File: src/rtl/recip_est.sv
module recip_est (
  input  logic        clk,
  input  logic        rst_n,
  input  logic        in_valid,
  input  logic [31:0] operand,
  input  logic        fixed_mode,
  input  logic [1:0]  rmode,
  input  logic        ftz,
  input  logic        dnan,
  output logic        out_valid,
  output logic [31:0] result,
  output logic        flg_invalid,
  output logic        flg_divzero,
  output logic        flg_overflow,
  output logic        flg_underflow,
  output logic        flg_inexact
);
  localparam logic [7:0]  EXP_MAX  = 8'hFF;
  localparam logic [7:0]  EXP_FLUSH = 8'd253;
  localparam logic [31:0] QNAN_DEF = 32'h7FC00000;
  localparam logic [30:0] MAX_NORM = 31'h7F7FFFFF;

  function automatic logic [8:0] est9(input logic [8:0] x);
    logic [19:0] den, quo, rnd;
    den = {10'd0, x, 1'b1};
    quo = 20'h80000 / den;
    rnd = (quo + 20'd1) >> 1;
    return rnd[8:0];
  endfunction

  wire        sgn = operand[31];
  wire [7:0]  ex  = operand[30:23];
  wire [22:0] fr  = operand[22:0];

  wire is_nan   = (ex == EXP_MAX) && (fr != 23'd0);
  wire is_inf   = (ex == EXP_MAX) && (fr == 23'd0);
  wire is_zero  = (ex == 8'd0) && ((fr == 23'd0) || ftz);
  wire is_tiny  = (ex == 8'd0) && (fr[22:21] == 2'b00);
  wire is_big   = ftz && (ex >= EXP_FLUSH);
  wire to_inf   = (rmode == 2'b00) || (rmode == 2'b01 && !sgn) || (rmode == 2'b10 && sgn);

  logic [7:0]        top8;
  logic signed [9:0] eff_exp, rexp;
  logic [8:0]        est_f, est_x;
  logic [31:0]       n_res;
  logic [4:0]        n_flg;

  always_comb begin
    if (ex != 8'd0) begin
      top8    = fr[22:15];
      eff_exp = signed'({2'b00, ex});
    end else if (fr[22]) begin
      top8    = fr[21:14];
      eff_exp = 10'sd0;
    end else begin
      top8    = fr[20:13];
      eff_exp = -10'sd1;
    end
    rexp  = 10'sd253 - eff_exp;
    est_f = est9({1'b1, top8});
    est_x = est9(operand[31:23]);
  end

  always_comb begin
    n_flg = 5'b00000;
    if (fixed_mode) begin
      n_res = operand[31] ? {est_x, 23'd0} : 32'hFFFFFFFF;
    end else if (is_nan) begin
      n_flg[0] = !fr[22];
      n_res    = dnan ? QNAN_DEF : (operand | 32'h00400000);
    end else if (is_inf) begin
      n_res = {sgn, 31'd0};
    end else if (is_zero) begin
      n_flg[1] = 1'b1;
      n_res    = {sgn, EXP_MAX, 23'd0};
    end else if (is_tiny) begin
      n_flg[2] = 1'b1;
      n_flg[4] = 1'b1;
      n_res    = to_inf ? {sgn, EXP_MAX, 23'd0} : {sgn, MAX_NORM};
    end else if (is_big) begin
      n_flg[3] = 1'b1;
      n_res    = {sgn, 31'd0};
    end else if (rexp == 10'sd0) begin
      n_res = {sgn, 8'd0, 1'b1, est_f[7:0], 14'd0};
    end else if (rexp == -10'sd1) begin
      n_res = {sgn, 8'd0, 2'b01, est_f[7:0], 13'd0};
    end else begin
      n_res = {sgn, rexp[7:0], est_f[7:0], 15'd0};
    end
  end

  always_ff @(posedge clk or negedge rst_n) begin
    if (!rst_n) begin
      out_valid     <= 1'b0;
      result        <= 32'd0;
      flg_invalid   <= 1'b0;
      flg_divzero   <= 1'b0;
      flg_overflow  <= 1'b0;
      flg_underflow <= 1'b0;
      flg_inexact   <= 1'b0;
    end else begin
      out_valid     <= in_valid;
      flg_invalid   <= in_valid & n_flg[0];
      flg_divzero   <= in_valid & n_flg[1];
      flg_overflow  <= in_valid & n_flg[2];
      flg_underflow <= in_valid & n_flg[3];
      flg_inexact   <= in_valid & n_flg[4];
      if (in_valid) result <= n_res;
    end
  end
endmodule

File: config.mk
export PLATFORM = sky130hd
export DESIGN_NAME = recip_est
export DESIGN_NICKNAME = d
export VERILOG_FILES = /design/src/rtl/recip_est.sv
export SDC_FILE = /design/constraint.sdc
export NUM_CORES = 1
export LEC_CHECK = 0
export BUFFER_PORTS_ARGS = -buffer_cell sky130_fd_sc_hd__buf_2
export CELL_PAD_IN_SITES_DETAIL_PLACEMENT = 0
export CELL_PAD_IN_SITES_GLOBAL_PLACEMENT = 1
export CORE_ASPECT_RATIO = 1.2
export CORE_MARGIN = 2
export CORE_UTILIZATION = 35
export CTS_CLUSTER_DIAMETER = 60
export DETAILED_ROUTE_END_ITERATION = 8
export PLACE_DENSITY_LB_ADDON = 0.1
export SYNTH_ARGS = -nofsm -noshare
export SYNTH_HDL_FRONTEND = slang
export SYNTH_SLANG_ARGS = --single-unit
export TNS_END_PERCENT = 30
File: constraint.sdc
create_clock -name clk -period 1.4 [get_ports clk]
set_input_delay 0.07 -clock clk [delete_from_list [all_inputs] [get_ports clk]]
set_output_delay 0.07 -clock clk [all_outputs]
set_load 0.005 [all_outputs]
==> results.yml, run 1 <==
worst_setup_path:
  critPathMaxFanout: 13
  worst_ep_required_time_ns: 1.58
  max_stage_delay_ns: 0.47
  start_kind: "primary input"
  crit_top_cell: "a21oi_2"
  slowest_stage: "o41ai_4"
  arrival_ns: 30.06
  cp-end-kind: "flip-flop"
  reg2reg_depth: 4
  worstSetupPathType: "primary input to flip-flop"
worst_hold_path:
  holdCritPathClass: "primary input to flip-flop"
  min_path_cells: 3
detailed_routing:
  viasPerCell: 5.38
  first_pass_iters: 6
  route.detailed.drc: 0
  drt_iter0_drc: 862
  totalWireLength_mm: 71.6
  ant_nets: 0
  post_drt_wl_per_cell_um: 17.0
  vias: 22643
placed_design:
  numPortBuffers: 77
  dpl.cell_count: 4043
  gp_congestion: 0.939
  dp_hpwl_mm: 58.1
yosys:
  async_flop_share: 1.00
  synth-edff-count: 0
  synth_area_per_cell_um2: 7.12
  yosysTopAreaCell: "ha_1"
  syn_area_mm2: 0.0168
  synth_fp_nets: 2631
  yosysSeqAreaShare: 0.0552
  ys_types: 118
  synth_common_cells: "a21oi_1 (280), nor2_1 (214), ha_1 (210)"
  dominantRegCellSynth: "dfrtp_1"
  yosysWarningCount: 0
  ys_ff_latch: 37
  synth.most_common_cell: "a21oi_1"
  synth_top_area_frac: 0.157
  syn_inst: 2358
  synthTopCellsByArea: "ha_1 (16%), a21oi_1 (8.3%), xnor2_1 (6.4%), dfrtp_1 (5.5%), nor2_1 (4.8%)"
global_route:
  grtUsageTotal: 0.281
  gr-usage-met3: 0.0245
  grt_pass1_vias: 23574
  grt_busiest_layer: "met2"
  grt_pass1_wl_mm: 115
  gr-usage-met2: 0.548
  grt_start_max_net_pins: 38
  grt.overflow.total: 0
  met1_usage: 0.304
  antenna_found_initial: 2
timing:
  fin_crit_ns: 29.88
  finalSetupViolCount: 36
  clock_skew_ns: 0
  finalHoldViolCount: 0
  fmax_ghz: 0.0335
  slew_viol_final: 0
  max_slew_margin: 0.420
  fin_crit_sh: 21.3
  worst_pin_slew_ns: 0.862
  worst_slack_ns: -28.48
  grt_setup_unrepaired: "true"
floorplanning:
  fp.dieW_um: 204
  num_rows: 87
  core-area_mm2: 0.0471
  die-area_mm2: 0.0497
  die_h_um: 244
  start_util: 0.356
  pin_count: 78
clock_network:
  cts_tree: "done"
  clkTransAtPathRegs_ns: 0.07
  clk_latency_ns: 0.29
  cts_buffer_depth: 2
  cts-root-buf: "clkbuf_16"
  cts_buffers: 5
  cts_sinks: 37
  cts_max_level: 2
cells_and_area:
  final_cells: 4206
  nets: 3854
  nFillCells: 4317
  drive_above_1_share: 0.484
  synthToLayoutAreaGrowth_pct: 73.1
  regArea_um2: 926
  multi_input_area_mm2: 0.0170
run_status:
  failed_checks: "negative setup slack"
  status: "finished, violations left"
flow_run:
  maxCapViolCount: 0
[cell families (layout without fill, tap and decap cells)]
logic type | count (synthesis) | in the layout | synth area share
multiplexers | 88 | 88 | 0.0564
XOR/XNOR | 158 | 158 | 0.0829
flip-flops | 37 | 37 | 0.0552
adder cells (fa/ha/maj) | 234 | 234 | 0.185
buffers and inverters | 216 | 1440 | 0.0513
other | 0 | 1 | 0
AO/OA/AOI/OAI | 892 | 892 | 0.352
AND/OR/NAND/NOR | 733 | 733 | 0.218
[final timing paths]
kind | from | end | slack [ns]
worst min-delay path | operand[11] | result[11]$_DFFE_PN0P_ | 0.09
min in group asynchronous | rst_n | result[3]$_DFFE_PN0P_ | 0.37
max in group asynchronous | rst_n | result[28]$_DFFE_PN0P_ | 0.64
worst max-delay path | operand[30] | result[23]$_DFFE_PN0P_ | -28.48
worst max register to register | result[18]$_DFFE_PN0P_ | result[18]$_DFFE_PN0P_ | 0.25
worst min register to register | result[7]$_DFFE_PN0P_ | result[7]$_DFFE_PN0P_ | 0.53
[sequential cells by signal, summed over array words and instances (netlist names)]
register and cells:
flg_underflow 1, result 32, flg_invalid 1, flg_divzero 1, out_valid 1, flg_inexact 1
[critical path, delay by kind of cell]
kind | cells | cell delay, ns
buf+inv | 20 | 2.34
compound gates | 88 | 14.49
simple gates | 34 | 4.63
xor+xnor | 2 | 0.36
mux | 10 | 2.77
fa+ha+maj | 20 | 5.35
[cell usage in the layout, fill, tap and decap left out, types with 34 or more instances in the layout]
cell         n
nand3_1     51
a21oi_1    200
xor2_1      34
nor3_1      48
ha_1       169
buf_2       73
o21bai_1    45
a21o_1      62
inv_1      133
mux2i_1     35
buf_4     1174
nand2_1    158
xnor2_1    117
nor2_1     191
a21oi_2     77
dfrtp_1     37
o21ai_0    108
[what timing repair did]
item,4_1_cts,5_1_grt
resized for setup,211,125
hold endpoints to repair,37,0
setup buffers,109,43
pin swaps,138,136
hold buffers,1,0
endpoints found under the setup margin,36,36
gates cloned,1,0
[final cells by class]
type                            count  area share
Clock inverter                      3    0.000732
Sequential cell                    37      0.0319
Antenna cell                        1   0.0000861
Inverter                          157      0.0212
Tap cell                          623      0.0268
Multi-Input combinational cell   2105       0.587
Timing Repair Buffer             1275       0.328
Clock buffer                        5     0.00431
[stage by stage]
stage / setup TNS [ns] / hold WS, ns / worst slack, ns / utilization / cell area, um^2
after CTS: -452.50 / 0.0853 / -27.94 / 0.597 / 28200
after global placement: -487.53 / 0.155 / -28.66 / 0.557 / 26300
after floorplan: -510.03 / -0.226 / -30.44 / - / 17600
final: -456.29 / 0.0905 / -28.48 / 0.616 / 29100
after global routing: -488.72 / 0.102 / -30.43 / 0.616 / 29100
after detailed placement: -500.37 / 0.168 / -29.75 / 0.557 / 26300
[per-layer routing]
layer	part of all wire	wire length (um)	vias to the layer above
li1	-	-	11285
met1	0.40	28300	10741
met2	0.53	37700	424
met3	0.030	2170	193
met4	0.048	3450	0
met5	0	0	-
Power of run 1 is not shown: default switching activity piles up to over one toggle a cycle in this logic, so the estimate is an artifact.
==> inputs of run 2 (changes only) <==
--- a/config.mk
+++ b/config.mk
@@ -17,4 +17,4 @@
 export SYNTH_ARGS = -nofsm -noshare
 export SYNTH_HDL_FRONTEND = slang
 export SYNTH_SLANG_ARGS = --single-unit
-export TNS_END_PERCENT = 30
+export TNS_END_PERCENT = 10
==> results.yml, run 2 (synthesis gave the netlist of run 1 again) <==
run_status:
  status: "finished, violations left"
  failed_checks: "negative setup slack"
clock_network:
  cts_max_level: 2
  clk_latency_ns: 0.29
  cts_tree: "done"
  cts_buffer_depth: 2
  cts_buffers: 5
  clkTransAtPathRegs_ns: 0.06
  cts_sinks: 37
  cts-root-buf: "clkbuf_16"
timing:
  whs_ns: 0.0883
  slew_viol_final: 0
  max_slew_margin: 0.637
  fmax_ghz: 0.0337
  fin_crit_ns: 29.68
  worst_slack_ns: -28.28
  fin_crit_sh: 21.2
  finalSetupViolCount: 35
  clock_skew_ns: 0
  finalHoldViolCount: 0
  worst_pin_slew_ns: 0.544
  grt_setup_unrepaired: "true"
global_route:
  antenna_found_initial: 1
  grtUsageTotal: 0.278
  grt_start_max_net_pins: 38
  grt_pass1_wl_mm: 114
  grt_pass1_vias: 23150
  grt.overflow.total: 0
cells_and_area:
  layout_commonest_cell: "buf_4"
  drive_above_1_share: 0.451
  regArea_um2: 926
  final_cells: 4156
  layout_common_cells: "buf_4 (1,117), a21oi_1 (228), nor2_1 (200), ha_1 (178), nand2_1 (161)"
  nets: 3804
  largest_reg_flops: 32
  largest_register: "result"
  fin_area_mm2: 0.0281
  multi_input_area_mm2: 0.0164
  nFillCells: 4389
  synthToLayoutAreaGrowth_pct: 67.3
detailed_routing:
  post_drt_wl_per_cell_um: 17.0
  first_pass_iters: 7
  totalWireLength_mm: 70.6
  viasPerCell: 5.39
  drt_iter0_drc: 854
  vias: 22402
  route.detailed.drc: 0
  ant_nets: 0
floorplanning:
  start_util: 0.356
  pin_count: 78
  num_rows: 87
  core-area_mm2: 0.0471
  die_h_um: 244
  fp.dieW_um: 204
  die-area_mm2: 0.0497
worst_setup_path:
  max_stage_delay_ns: 0.48
  critPathMaxFanout: 6
  worst_ep_required_time_ns: 1.58
  worstSetupPathType: "primary input to flip-flop"
  start_kind: "primary input"
  crit_top_cell: "a21oi_2"
  cp-end-kind: "flip-flop"
  slowest_stage: "o41ai_4"
  arrival_ns: 29.86
placed_design:
  gp_congestion: 0.933
  dp_hpwl_mm: 58.0
  numPortBuffers: 77
  placed_area_mm2: 0.0262
  place_ws_ns: -29.78
  dpl.cell_count: 4031
worst_hold_path:
  holdCritPathClass: "primary input to flip-flop"
flow_run:
  maxCapViolCount: 0
[run 2: changes by cell type in the layout (fill, tap and decap cells not counted), moves of 9 or more]
cell     change
a21oi_2     -26
nor2_1       +9
a21oi_1     +28
o21ai_0     +12
buf_4       -57
ha_1         +9
[run 2: layout make-up]
class	instances	area share
well taps	623	0.0278
flip-flops and latches	37	0.0330
inverters	157	0.0216
diodes	1	0.0000891
clock inverters	3	0.000758
multi-input cells	2105	0.585
repair buffers	1225	0.327
clock buffers	5	0.00446
[run 2: timing repair]
action	in CTS	in global routing
gates resized for setup	142	70
endpoints found under the setup margin	36	36
hold buffers	1	0
hold endpoints to repair	37	0
pin swaps	97	72
cloned	1	0
buffers inserted	93	21
[run 2: path summary, 6_finish.rpt]
path	from	to	slack, ns	depth (start not counted)
setup reg to reg	result[18]$_DFFE_PN0P_	result[18]$_DFFE_PN0P_	0.26	4
max in group asynchronous	rst_n	result[28]$_DFFE_PN0P_	0.64	3
hold reg to reg	result[5]$_DFFE_PN0P_	result[5]$_DFFE_PN0P_	0.52	2
setup / recovery	operand[27]	result[23]$_DFFE_PN0P_	-28.28	175
min in group asynchronous	rst_n	result[4]$_DFFE_PN0P_	0.38	3
hold / removal	operand[11]	result[11]$_DFFE_PN0P_	0.09	3
[run 2: critical path: cells and delay by family]
| family | cells | cell delay (ns) |
|---|---|---|
| AO/OA/AOI/OAI | 84 | 13.35 |
| adder cells (fa/ha/maj) | 20 | 5.56 |
| AND/OR/NAND/NOR | 34 | 4.57 |
| multiplexers | 11 | 2.92 |
| buffers and inverters | 24 | 2.88 |
| XOR/XNOR | 2 | 0.39 |
[run 2: per-stage QoR]
step / TNS (ns) / utilization
CTS: -460.81 / 0.586
floorplan: -515.33 / -
global placement: -492.19 / 0.555
detailed placement: -502.70 / 0.555
global route: -497.35 / 0.596
finish: -460.96 / 0.596
[run 2: per-layer routing]
layer  GRT usage  vias up  routed length [um]
li1            -    11193                   -
met1       0.304    10702               28200
met2       0.550      370               37800
met3      0.0238      137                1980
met4      0.0932        0                2650
met5           0        -                   0
Power of run 2 is left out for the same reason.
==> inputs of run 3 (changes only) <==
--- a/config.mk
+++ b/config.mk
@@ -8,7 +8,7 @@
 export BUFFER_PORTS_ARGS = -buffer_cell sky130_fd_sc_hd__buf_2
 export CELL_PAD_IN_SITES_DETAIL_PLACEMENT = 0
 export CELL_PAD_IN_SITES_GLOBAL_PLACEMENT = 1
-export CORE_ASPECT_RATIO = 1.2
+export CORE_ASPECT_RATIO = 1.4
 export CORE_MARGIN = 2
 export CORE_UTILIZATION = 35
 export CTS_CLUSTER_DIAMETER = 60
==> results.yml, run 3 (synthesis gave the netlist of run 1 again) <==
run_status:
  status: "finished, violations left"
  failed_checks: "negative setup slack"
placed_design:
  dpl.cell_count: 4054
  numPortBuffers: 77
  dp_hpwl_mm: 60.7
  place_ws_ns: -29.49
  gp_congestion: 0.975
worst_setup_path:
  worstSetupPathType: "primary input to flip-flop"
  max_stage_delay_ns: 0.42
  timing.rr.end: "result[18]$_DFFE_PN0P_"
  critPathMaxFanout: 7
  reg2reg_slack_ns: 0.18
  slowest_stage: "o41ai_4"
  arrival_ns: 30.10
  rr_startpoint: "result[18]$_DFFE_PN0P_"
  crit_top_cell: "buf_4"
  worst_ep_required_time_ns: 1.57
  reg2reg_depth: 4
  start_kind: "primary input"
  cp-end-kind: "flip-flop"
clock_network:
  cts_buffers: 5
  cts_tree: "done"
  cts_sinks: 37
  cts_max_level: 2
  cts-root-buf: "clkbuf_16"
  clkTransAtPathRegs_ns: 0.07
  clk_latency_ns: 0.30
  cts_buffer_depth: 2
cells_and_area:
  nFillCells: 4400
  layout_commonest_cell: "buf_4"
  layout_common_cells: "buf_4 (1,154), a21oi_1 (222), nor2_1 (196), ha_1 (175), nand2_1 (153)"
  drive_above_1_share: 0.464
  largest_reg_flops: 32
  synthToLayoutAreaGrowth_pct: 69.8
  nets: 3834
  largest_register: "result"
  final_cells: 4187
floorplanning:
  core-area_mm2: 0.0472
  num_rows: 94
  pin_count: 78
  start_util: 0.356
  die_h_um: 263
  fp.dieW_um: 189
  die-area_mm2: 0.0497
global_route:
  grtUsageTotal: 0.287
  grt.overflow.total: 0
  grt_start_max_net_pins: 34
  antenna_found_initial: 3
  grt_pass1_wl_mm: 118
  grt_pass1_vias: 23833
worst_hold_path:
  hold_end: "result[1]$_DFFE_PN0P_"
  holdCritPathClass: "primary input to flip-flop"
  hold_start: "operand[1]"
  min_path_cells: 3
detailed_routing:
  route.detailed.drc: 0
  drt_iter0_drc: 864
  first_pass_iters: 7
  totalWireLength_mm: 73.5
  post_drt_wl_per_cell_um: 17.6
  viasPerCell: 5.40
  vias: 22603
  ant_nets: 0
timing:
  finalHoldViolCount: 0
  clock_skew_ns: 0
  grt_setup_unrepaired: "true"
  fin_crit_sh: 21.4
  max_slew_margin: 0.627
  worst_slack_ns: -28.53
  slew_viol_final: 0
  fmax_ghz: 0.0334
  setup_tns_ns: -463.17
  finalSetupViolCount: 34
  worst_pin_slew_ns: 0.552
  fin_crit_ns: 29.93
flow_run:
  maxCapViolCount: 0
[run 3: cell types whose count changed in the layout (fill, tap and decap cells not counted), sizes merged]
| cell | delta |
|---|---|
| buf | +30 |
[run 3: worst max-delay path: cells and delay by family]
kind / cells / cell delay, ns
buf+inv: 38 / 4.83
simple gates: 32 / 4.86
fa+ha+maj: 19 / 5.07
mux: 10 / 2.31
compound gates: 76 / 12.50
xor+xnor: 3 / 0.43
[run 3: how the worst max path moves through the flow]
stage | startpoint | endpoint | depth (start not counted)
2_1_floorplan | operand[30] | result[23]$_DFFE_PN0P_ | 184
3_3_place_gp | operand[24] | result[28]$_DFFE_PN0P_ | 177
3_5_place_dp | operand[24] | result[23]$_DFFE_PN0P_ | 179
4_1_cts | operand[25] | result[23]$_DFFE_PN0P_ | 183
5_1_grt | operand[27] | result[30]$_DFFE_PN0P_ | 181
6_report | operand[27] | result[28]$_DFFE_PN0P_ | 178
[run 3: cell type report]
| class | instances | area [um^2] | area share |
|---|---|---|---|
| multi-input cells | 2105 | 16600 | 0.583 |
| repair buffers | 1255 | 9400 | 0.330 |
| flip-flops and latches | 37 | 926 | 0.0325 |
| well taps | 624 | 781 | 0.0274 |
| inverters | 157 | 613 | 0.0215 |
| clock buffers | 5 | 125 | 0.00439 |
| clock inverters | 3 | 21.3 | 0.000746 |
| diodes | 1 | 2.50 | 0.0000878 |
[run 3: stage by stage]
step	area (um^2)	hold slack, ns	utilization
6_report	28500	0.141	0.604
5_1_grt	28500	0.154	0.604
4_1_cts	27800	0.137	0.590
3_5_place_dp	26300	0.0204	0.558
3_3_place_gp	26300	0.0208	0.558
2_1_floorplan	17600	-0.226	-
[run 3: routing by layer]
layer  vias up  share of wire  global-route usage
met1     10816           0.37               0.288
met2       368           0.55               0.584
met4         4          0.047               0.126
li1      11232              -                   -
met3       183          0.025              0.0259
met5         -        0.00039                   0
[run 3: timing repair]
| action | CTS | global route |
|---|---|---|
| setup buffers | 97 | 26 |
| pin swaps | 103 | 96 |
| gates cloned | 1 | 0 |
| endpoints found under the setup margin | 36 | 36 |
| resized for setup | 137 | 110 |
| endpoints found under the hold margin | 14 | 0 |
| hold buffers | 1 | 0 |
Power of run 3 is left out for the same reason.
